$ cat config.mk
export PLATFORM = sky130hd
export DESIGN_NAME = bytelane_router
export DESIGN_NICKNAME = d
export VERILOG_FILES = /design/src/rtl/bytelane_pkg.sv /design/src/rtl/bytelane_ctrl.sv /design/src/rtl/bytelane_dp.sv /design/src/rtl/bytelane_router.sv
export SDC_FILE = /design/constraint.sdc
export NUM_CORES = 1
export LEC_CHECK = 0
export BUFFER_PORTS_ARGS = -buffer_cell sky130_fd_sc_hd__buf_2
export CAP_MARGIN = 20
export CORE_UTILIZATION = 45
export DETAILED_ROUTE_END_ITERATION = 10
export PLACE_DENSITY = 0.74
export SLEW_MARGIN = 20
export SYNTH_ARGS = -nofsm -noshare
export SYNTH_HDL_FRONTEND = slang
export SYNTH_SLANG_ARGS = --single-unit
$ cat constraint.sdc
create_clock -name clk -period 8.05 [get_ports clk]
set_input_delay 0.805 -clock clk [delete_from_list [all_inputs] [get_ports clk]]
set_output_delay 0.805 -clock clk [all_outputs]
set_load 0.005 [all_outputs]
$ cat src/rtl/bytelane_pkg.sv
package bytelane_pkg;

  typedef enum logic [1:0] {
    MODE_LE = 2'b00,
    MODE_BI = 2'b01,
    MODE_WI = 2'b10
  } laneMode_e;

  typedef struct packed {
    logic      active;
    logic [1:0] size;
    laneMode_e mode;
  } beatCtl_t;

endpackage

$ cat src/rtl/bytelane_ctrl.sv
module bytelane_ctrl
  import bytelane_pkg::*;
#(
  parameter int ADDR_W = 32,
  parameter int LEN_W  = 8,
  parameter int OFF_W  = 2
) (
  input  logic              clk,
  input  logic              rstN,
  input  logic              reqValid,
  output logic              reqReady,
  input  logic [ADDR_W-1:0] reqAddr,
  input  logic [1:0]        reqSize,
  input  logic [1:0]        reqMode,
  input  logic [LEN_W-1:0]  reqLen,
  output logic              beatValid,
  input  logic              beatReady,
  output logic              beatLast,
  output logic              alignErr,
  output logic [ADDR_W-1:0] beatAddr,
  output beatCtl_t          beatCtl
);

  typedef enum logic [1:0] {ST_IDLE, ST_RUN, ST_FAULT} state_e;

  state_e            state;
  logic [ADDR_W-1:0] addrQ;
  logic [1:0]        sizeQ;
  laneMode_e         modeQ;
  logic [LEN_W-1:0]  remQ;

  logic [1:0]        sizeNorm;
  laneMode_e         modeNorm;
  logic [OFF_W-1:0]  alignMask;
  logic              misaligned;
  logic              accept;

  always_comb begin
    sizeNorm   = (int'(reqSize) > OFF_W) ? 2'(OFF_W) : reqSize;
    modeNorm   = (reqMode == 2'b11) ? MODE_LE : laneMode_e'(reqMode);
    alignMask  = OFF_W'((1 << sizeNorm) - 1);
    misaligned = (reqAddr[OFF_W-1:0] & alignMask) != '0;
    accept     = reqValid && reqReady;
  end

  always_ff @(posedge clk) begin
    if (!rstN) begin
      state <= ST_IDLE;
      addrQ <= '0;
      sizeQ <= '0;
      modeQ <= MODE_LE;
      remQ  <= '0;
    end else begin
      unique case (state)
        ST_IDLE: if (accept) begin
          addrQ <= reqAddr;
          sizeQ <= sizeNorm;
          modeQ <= modeNorm;
          remQ  <= reqLen;
          state <= misaligned ? ST_FAULT : ST_RUN;
        end
        ST_RUN: if (beatReady) begin
          if (remQ == '0) begin
            state <= ST_IDLE;
          end else begin
            addrQ <= addrQ + (ADDR_W'(1) << sizeQ);
            remQ  <= remQ - LEN_W'(1);
          end
        end
        default: state <= ST_IDLE;
      endcase
    end
  end

  always_comb begin
    reqReady       = (state == ST_IDLE);
    beatValid      = (state != ST_IDLE);
    alignErr       = (state == ST_FAULT);
    beatLast       = (state == ST_FAULT) || ((state == ST_RUN) && (remQ == '0));
    beatAddr       = addrQ;
    beatCtl.active = (state == ST_RUN);
    beatCtl.size   = sizeQ;
    beatCtl.mode   = modeQ;
  end

endmodule

$ cat src/rtl/bytelane_dp.sv
module bytelane_dp
  import bytelane_pkg::*;
#(
  parameter int DATA_W = 32,
  parameter int LANES  = DATA_W / 8,
  parameter int OFF_W  = 2
) (
  input  beatCtl_t          ctl,
  input  logic [OFF_W-1:0]  offset,
  input  logic [DATA_W-1:0] wrOperand,
  input  logic [DATA_W-1:0] rdBus,
  output logic [LANES-1:0]  laneMask,
  output logic [DATA_W-1:0] wrBus,
  output logic [DATA_W-1:0] rdOperand
);

  int nBytes;
  int off;
  int lane;

  always_comb begin
    laneMask  = '0;
    wrBus     = '0;
    rdOperand = '0;
    nBytes    = 1 << ctl.size;
    off       = int'(offset);
    lane      = 0;
    if (ctl.active) begin
      for (int k = 0; k < LANES; k++) begin
        if (k < nBytes) begin
          unique case (ctl.mode)
            MODE_BI: lane = off + nBytes - 1 - k;
            MODE_WI: lane = LANES - off - nBytes + k;
            default: lane = off + k;
          endcase
          for (int l = 0; l < LANES; l++) begin
            if (lane == l) begin
              laneMask[l]        = 1'b1;
              wrBus[8*l +: 8]    = wrOperand[8*k +: 8];
              rdOperand[8*k +: 8] = rdBus[8*l +: 8];
            end
          end
        end
      end
    end
  end

endmodule

$ cat src/rtl/bytelane_router.sv
module bytelane_router
  import bytelane_pkg::*;
#(
  parameter int DATA_W = 32,
  parameter int ADDR_W = 32,
  parameter int LEN_W  = 8
) (
  input  logic              clk,
  input  logic              rstN,
  input  logic              reqValid,
  output logic              reqReady,
  input  logic [ADDR_W-1:0] reqAddr,
  input  logic [1:0]        reqSize,
  input  logic [1:0]        reqMode,
  input  logic [LEN_W-1:0]  reqLen,
  output logic              beatValid,
  input  logic              beatReady,
  output logic              beatLast,
  output logic [ADDR_W-1:0] beatAddr,
  output logic [DATA_W/8-1:0] laneMask,
  output logic              alignErr,
  input  logic [DATA_W-1:0] wrOperand,
  output logic [DATA_W-1:0] wrBus,
  input  logic [DATA_W-1:0] rdBus,
  output logic [DATA_W-1:0] rdOperand
);

  localparam int LANES = DATA_W / 8;
  localparam int OFF_W = $clog2(LANES);

  beatCtl_t beatCtl;

  bytelane_ctrl #(.ADDR_W(ADDR_W), .LEN_W(LEN_W), .OFF_W(OFF_W)) ctrl_i (
    .clk(clk), .rstN(rstN),
    .reqValid(reqValid), .reqReady(reqReady),
    .reqAddr(reqAddr), .reqSize(reqSize), .reqMode(reqMode), .reqLen(reqLen),
    .beatValid(beatValid), .beatReady(beatReady), .beatLast(beatLast),
    .alignErr(alignErr), .beatAddr(beatAddr), .beatCtl(beatCtl)
  );

  bytelane_dp #(.DATA_W(DATA_W), .LANES(LANES), .OFF_W(OFF_W)) dp_i (
    .ctl(beatCtl), .offset(beatAddr[OFF_W-1:0]),
    .wrOperand(wrOperand), .rdBus(rdBus),
    .laneMask(laneMask), .wrBus(wrBus), .rdOperand(rdOperand)
  );

endmodule

==> summary.txt, run 1 <==
status: finished clean
number of diodes: 0
vias per cell: 6.456
chip width: 121.8 um
pwr dens: 165.4 nW/um2
CP max FO: 28
post-place instance area: 7537 um2
commonest cells after routing, fill and taps aside: buf_2, nand2_1, nor2_1
Final period util: 81.16%
Reg-to-Reg Start: ctrl_i.sizeQ[1]
Reg2Reg Setup Slack: 4.28 ns
Leak: 0.003485 uW
post-synthesis cell type count: 85
fill cell count: 1364
Setup Buffers After CTS: 0
Slew Limit Fails: 0
Max clock buf depth: 2
Post-route DRC: 0
TritonCTS clock tree: yes
Req. time, crit path: 7.24 ns
Mapped Nets: 1082
ANT nets after route: 0
Setup TNS: 0 ns
cell count after synthesis: 940
GPL Wtd Cong: 1.067
EDFF count, synth: 0
Overflow after GRT: 0
hold path startpoint: ctrl_i.modeQ[1]
Register Area: 920.9 um2
Skew-Pair Late Insertion Delay: 0.29 ns
port bufs: 215
endpoints failing setup: 0
clk slew on worst S/H paths: 0.07 ns
sequential-to-total area share from yosys stat: 14.27%
root buffer cell: clkbuf_16
first drt pass iteration count: 5
H-tree depth: 2
vias in the first global route: 7453
final core occ: 55.30%
CP Launch Point: ctrl_i.sizeQ[1]
RSZ-0062 raised after global routing: no
fmax: 153.1 MHz
Nets: 1240
cts bufs inserted: 5
peak supply drop: 0.1343 mV
first-pass GRT wire length: 37520 um
layout cells sized above 1: 24.29%
CORE AREA: 13930 um2
Max-slew headroom: 15.47%
Post-Route Skew: 0.009004 ns
Post-CTS Hold Fix Bufs: 0
Area Overhead vs Synth: 19.41%
cell area after synthesis: 6454 um2
DIE AREA: 14820 um2
FP Rows: 43
WP data arrival: 5.73 ns
Avg Cell Area, Syn: 6.866 um2
final hold violations: 0
Ys Warns: 0
Synth async-reset ratio: 0%
Worst setup SP type: register
Ports: 216
FF+latch count, synth: 46
Worst Setup End Kind: primary output
Tot GR Track Use: 31.14%
dominant synthesized flop cell: dfxtp_1
DR iter-0 viols: 1064
Power Total: 1274 uW
design area: 7706 um2
worst hold path type: reg -> reg
Post-CTS Resized: 0
critical path class: reg -> out
DR vias: 8257
antenna violations before repair: 0
routed wire length: 23810 um
HPWL Detailed: 17110 um
crit path time final: 6.533 ns
Max-Cap Viols: 0
Starting Density: 46.31%
Slew @ Worst Pin: 1.258 ns
Num Clock Sinks: 46
wire per inst: 18.61 um
multi-input logic area: 5102 um2
largest net degree at the start of global routing: 90
commonest non-fill, non-tap cell in the layout: buf_2
chip height: 121.8 um
[worst max-delay path, stage by stage (launching register included)]
cell and delay [ns]:
dfxtp_1 0.30, buf_4 0.22, inv_1 0.48, nand2_1 0.32
ha_1 0.39, inv_1 0.05, ha_1 0.21, fa_1 0.65
inv_1 0.13, ha_1 0.23, a311o_1 0.32, a21oi_1 0.15
nor3_1 0.07, o22ai_1 0.48, nor2_1 0.37, a2111oi_0 0.76
a221o_1 0.20, buf_2 0.11
[layout make-up]
type / instances / area share (%)
clock inverter: 3 / 0.5683
tap: 180 / 2.923
sequential: 46 / 11.95
timing repair buffer: 226 / 15.03
inverter: 34 / 1.689
clock buffer: 5 / 1.624
multi-input combinational: 785 / 66.21
[registers in the layout (all words and copies together), names as in the netlist]
name / count
ctrl_i.modeQ: 2
ctrl_i.sizeQ: 2
ctrl_i.remQ: 8
ctrl_i.beatAddr: 32
ctrl_i.state: 2
[report_power, final]
group | switching, uW | total (uW) | internal [uW]
sequential | 30.4 | 283 | 253
clock | 95.3 | 243 | 147
combinational | 457 | 749 | 291
[layer usage]
| layer | part of all wire, % | vias up | GRT usage, % |
|---|---|---|---|
| met3 | 11 | 61 | 6.461 |
| met2 | 46 | 614 | 51.98 |
| met4 | 2.1 | 0 | 10.42 |
| met1 | 40 | 3752 | 39.60 |
| li1 | - | 3830 | - |
| met5 | 0 | - | 0 |
[cell usage after synthesis (all sizes together) (13+ instances only)]
master    n  area share, %
nand2   122            7.1
nor2     97            5.6
o21ai    70            5.4
a21oi    63            4.9
clkbuf   56            3.3
dfxtp    46             14
nand3    44            3.8
and3     37            3.6
inv      33            2.0
nor3     29            2.7
ha       27            5.2
a221oi   20            2.7
buf      19            1.6
mux2i    18            2.8
a211oi   16            2.0
nor2b    16            1.7
a22oi    15            1.7
o211ai   14            1.6
nand2b   13            1.3
[per-stage QoR]
stage,hold WS [ns],worst slack (ns),instances
after floorplan,0.4486,2.875,940
after detailed placement,0.4850,1.994,1271
final,0.4901,1.517,1279
after global routing,0.5330,1.133,1279
after CTS,0.4942,1.677,1279
after global placement,0.4753,2.109,1271
[logic make-up (layout without fill, tap and decap cells)]
logic type	after synthesis	count (layout)	share of synthesized area, %
adders and majority gates	32	32	6.475
DFF	46	46	14.27
buffers and inverters	109	268	6.824
muxes	26	26	5.583
and+or+nand+nor	409	409	31.95
xor gates and xnor gates	14	14	2.637
AOI/OAI and AO/OA	304	304	32.26
[path summary, 6_finish.rpt]
path | endpoint | depth (start not counted)
worst max-delay path | wrBus[14] | 17
worst min-delay path | ctrl_i.modeQ[1] | 2
worst max register to register | ctrl_i.beatAddr[26] | 12
worst min register to register | ctrl_i.modeQ[1] | 2
Note: power is estimated with default switching activity, not from simulation.
==> inputs of run 2 (changes only) <==
==> constraint.sdc (replaced) <==
create_clock -name clk -period 6.7 [get_ports clk]
set_input_delay 0.67 -clock clk [delete_from_list [all_inputs] [get_ports clk]]
set_output_delay 0.67 -clock clk [all_outputs]
set_load 0.005 [all_outputs]
==> summary.txt, run 2 (synthesized netlist as in run 1, its figures left out) <==
status: finished clean (unchanged)
largest net degree at the start of global routing: 89 (was 90)
Slew Limit Fails: 0 (unchanged)
Leak: 0.003490 uW (was 0.003485 uW)
internal power: 831.8 uW (was 691.3 uW)
Starting Density: 46.31% (unchanged)
TritonCTS clock tree: yes (unchanged)
Max-Cap Viols: 0 (unchanged)
fmax: 163.4 MHz
hold path startpoint: ctrl_i.modeQ[0] (was ctrl_i.modeQ[1])
Setup TNS: 0 ns (unchanged)
FP Rows: 43 (unchanged)
endpoints failing setup: 0 (unchanged)
Post-CTS Hold Fix Bufs: 0 (unchanged)
vias per cell: 6.421 (was 6.456)
Worst Setup End Kind: primary output (unchanged)
chip height: 121.8 um (unchanged)
Worst setup SP type: register (unchanged)
DIE AREA: 14820 um2 (unchanged)
layout cells sized above 1: 24.36% (was 24.29%)
Overflow after GRT: 0 (unchanged)
worst hold path type: reg -> reg (unchanged)
clk slew on worst S/H paths: 0.07 ns (about the same)
Switching Share: 45.75% (was 45.76%)
Stages on worst setup path: 18 (was 17)
Tot GR Track Use: 30.71% (was 31.14%)
port bufs: 215 (unchanged)
routed wire length: 23720 um (was 23810 um)
pwr dens: 198.6 nW/um2 (was 165.4 nW/um2)
GR peak layer: met2 (unchanged)
peak supply drop: 0.1949 mV (was 0.1343 mV)
Req. time, crit path: 6.03 ns (was 7.24 ns)
Clk pwr share: 19.0% (about the same)
first drt pass iteration count: 6 (was 5)
H-tree depth: 2 (unchanged)
Post-Layout Cell Count: 1282 (was 1279)
antenna violations before repair: 2 (was 0)
Setup Buffers After CTS: 0 (unchanged)
RSZ-0062 raised after global routing: no (unchanged)
final hold violations: 0 (unchanged)
vias in the first global route: 7245 (was 7453)
GRT met2 Usage: 50.49% (was 51.98%)
hold_ws: 0.4897 ns (was 0.4901 ns)
WP data arrival: 5.45 ns (was 5.73 ns)
HPWL Detailed: 17240 um (was 17110 um)
CP Buf/Inv Count: 5 (unchanged)
root buffer cell: clkbuf_16 (unchanged)
slowest CP cell: a31oi_1 (was a2111oi_0)
Num Clock Sinks: 46 (unchanged)
final core occ: 55.42% (was 55.30%)
crit path time final: 6.118 ns
max FFs per register: 32 (unchanged)
combinational share of power: 58.8% (was 58.7%)
cts bufs inserted: 5 (unchanged)
Ports: 216 (unchanged)
Max-slew headroom: 22.54% (was 15.47%)
first-pass GRT wire length: 36970 um (was 37520 um)
met3 usage: 4.213% (was 6.461%)
GR met1 Demand/Resource: 41.21% (was 39.60%)
critical path class: reg -> out (unchanged)
GPL Wtd Cong: 1.061 (was 1.067)
chip width: 121.8 um (unchanged)
Post-CTS Resized: 0 (unchanged)
max incr delay on CP: 0.68 ns (was 0.76 ns)
DR vias: 8232 (was 8257)
Max clock buf depth: 2 (unchanged)
Area Overhead vs Synth: 19.66% (was 19.41%)
hold path depth: 2 (unchanged)
commonest non-fill, non-tap cell in the layout: buf_2 (unchanged)
Post-route DRC: 0 (unchanged)
Skew-Pair Late Insertion Delay: 0.29 ns (about the same)
worst-path cell chain: inv_1 -> nand2_1 -> ha_1 -> inv_1 -> ha_1 -> fa_1 -> inv_1 -> ha_1 -> nand2_1 -> xor2_1 -> o21ai_0 -> a311oi_1 -> nor4b_2 -> buf_4 -> a31oi_1 -> a221oi_1 -> o32ai_1 -> buf_2 (was buf_4 -> inv_1 -> nand2_1 -> ha_1 -> inv_1 -> ha_1 -> fa_1 -> inv_1 -> ha_1 -> a311o_1 -> a21oi_1 -> nor3_1 -> o22ai_1 -> nor2_1 -> a2111oi_0 -> a221o_1 -> buf_2)
CORE AREA: 13930 um2 (unchanged)
Reg-to-Reg Start: ctrl_i.sizeQ[1] (unchanged)
DR iter-0 viols: 1042 (was 1064)
ANT nets after route: 0 (unchanged)
NetSw: 701.6 uW (was 583.2 uW)
Top Family by Delay on Critical Path: compound AO/OA/AOI/OAI gates (unchanged)
CP Launch Point: ctrl_i.sizeQ[1] (unchanged)
Nets: 1241 (was 1240)
Post-Route Skew: 0.005637 ns (was 0.009004 ns)
Inst Count DP: 1271 (unchanged)
Final period util: 91.32%
CP max FO: 22 (was 28)
commonest cells after routing, fill and taps aside: buf_2, nand2_1, nor2_1 (unchanged)
sequential group share of total power: 22.2% (about the same)
Slew @ Worst Pin: 1.153 ns (was 1.258 ns)
wire per inst: 18.50 um (was 18.61 um)
R2R depth: 14 (was 12)
[run 2: worst paths after layout]
kind                                            end  slack (ns)
worst max-delay path                       wrBus[1]        0.58
worst min-delay path                ctrl_i.modeQ[0]        0.49
worst max register to register  ctrl_i.beatAddr[28]        3.08
worst min register to register      ctrl_i.modeQ[0]        0.49
[run 2: layout make-up]
class	instances	area [um2]
diodes	2	5.005
clock buffers	5	125.1
clock inverters	3	43.79
fillers	1412	6212
inverters	34	130.1
multi-input cells	785	5102
flip-flops and latches	46	920.9
well taps	180	225.2
repair buffers	227	1170
[run 2: worst min-delay path, cell delays in order (launching register included)]
cell and delay (ns):
dfxtp_1 0.33, nand2_1 0.05, a21boi_0 0.06
[run 2: power by group through the flow]
stage	registers (uW)	logic, uW	clock network (uW)
2_1_floorplan	339	637	0
5_1_grt	345	986	304
3_5_place_dp	345	880	0
4_1_cts	339	885	296
6_report	340	902	292
3_3_place_gp	345	874	0
[run 2: metrics by stage]
step / total power (uW) / instance area [um2] / worst slack [ns]
2_1_floorplan: 975.8 / 6454 / 1.660
3_3_place_gp: 1218 / 7537 / 1.090
3_5_place_dp: 1225 / 7537 / 0.9811
4_1_cts: 1521 / 7706 / 0.6639
5_1_grt: 1636 / 7720 / 0.3386
6_report: 1533 / 7722 / 0.5819
[run 2: routing by layer]
metal / vias up / wire [um]
met2: 561 / 10920
met3: 59 / 2303
li1: 3836 / -
met4: 0 / 570
met1: 3776 / 9921
met5: - / 0
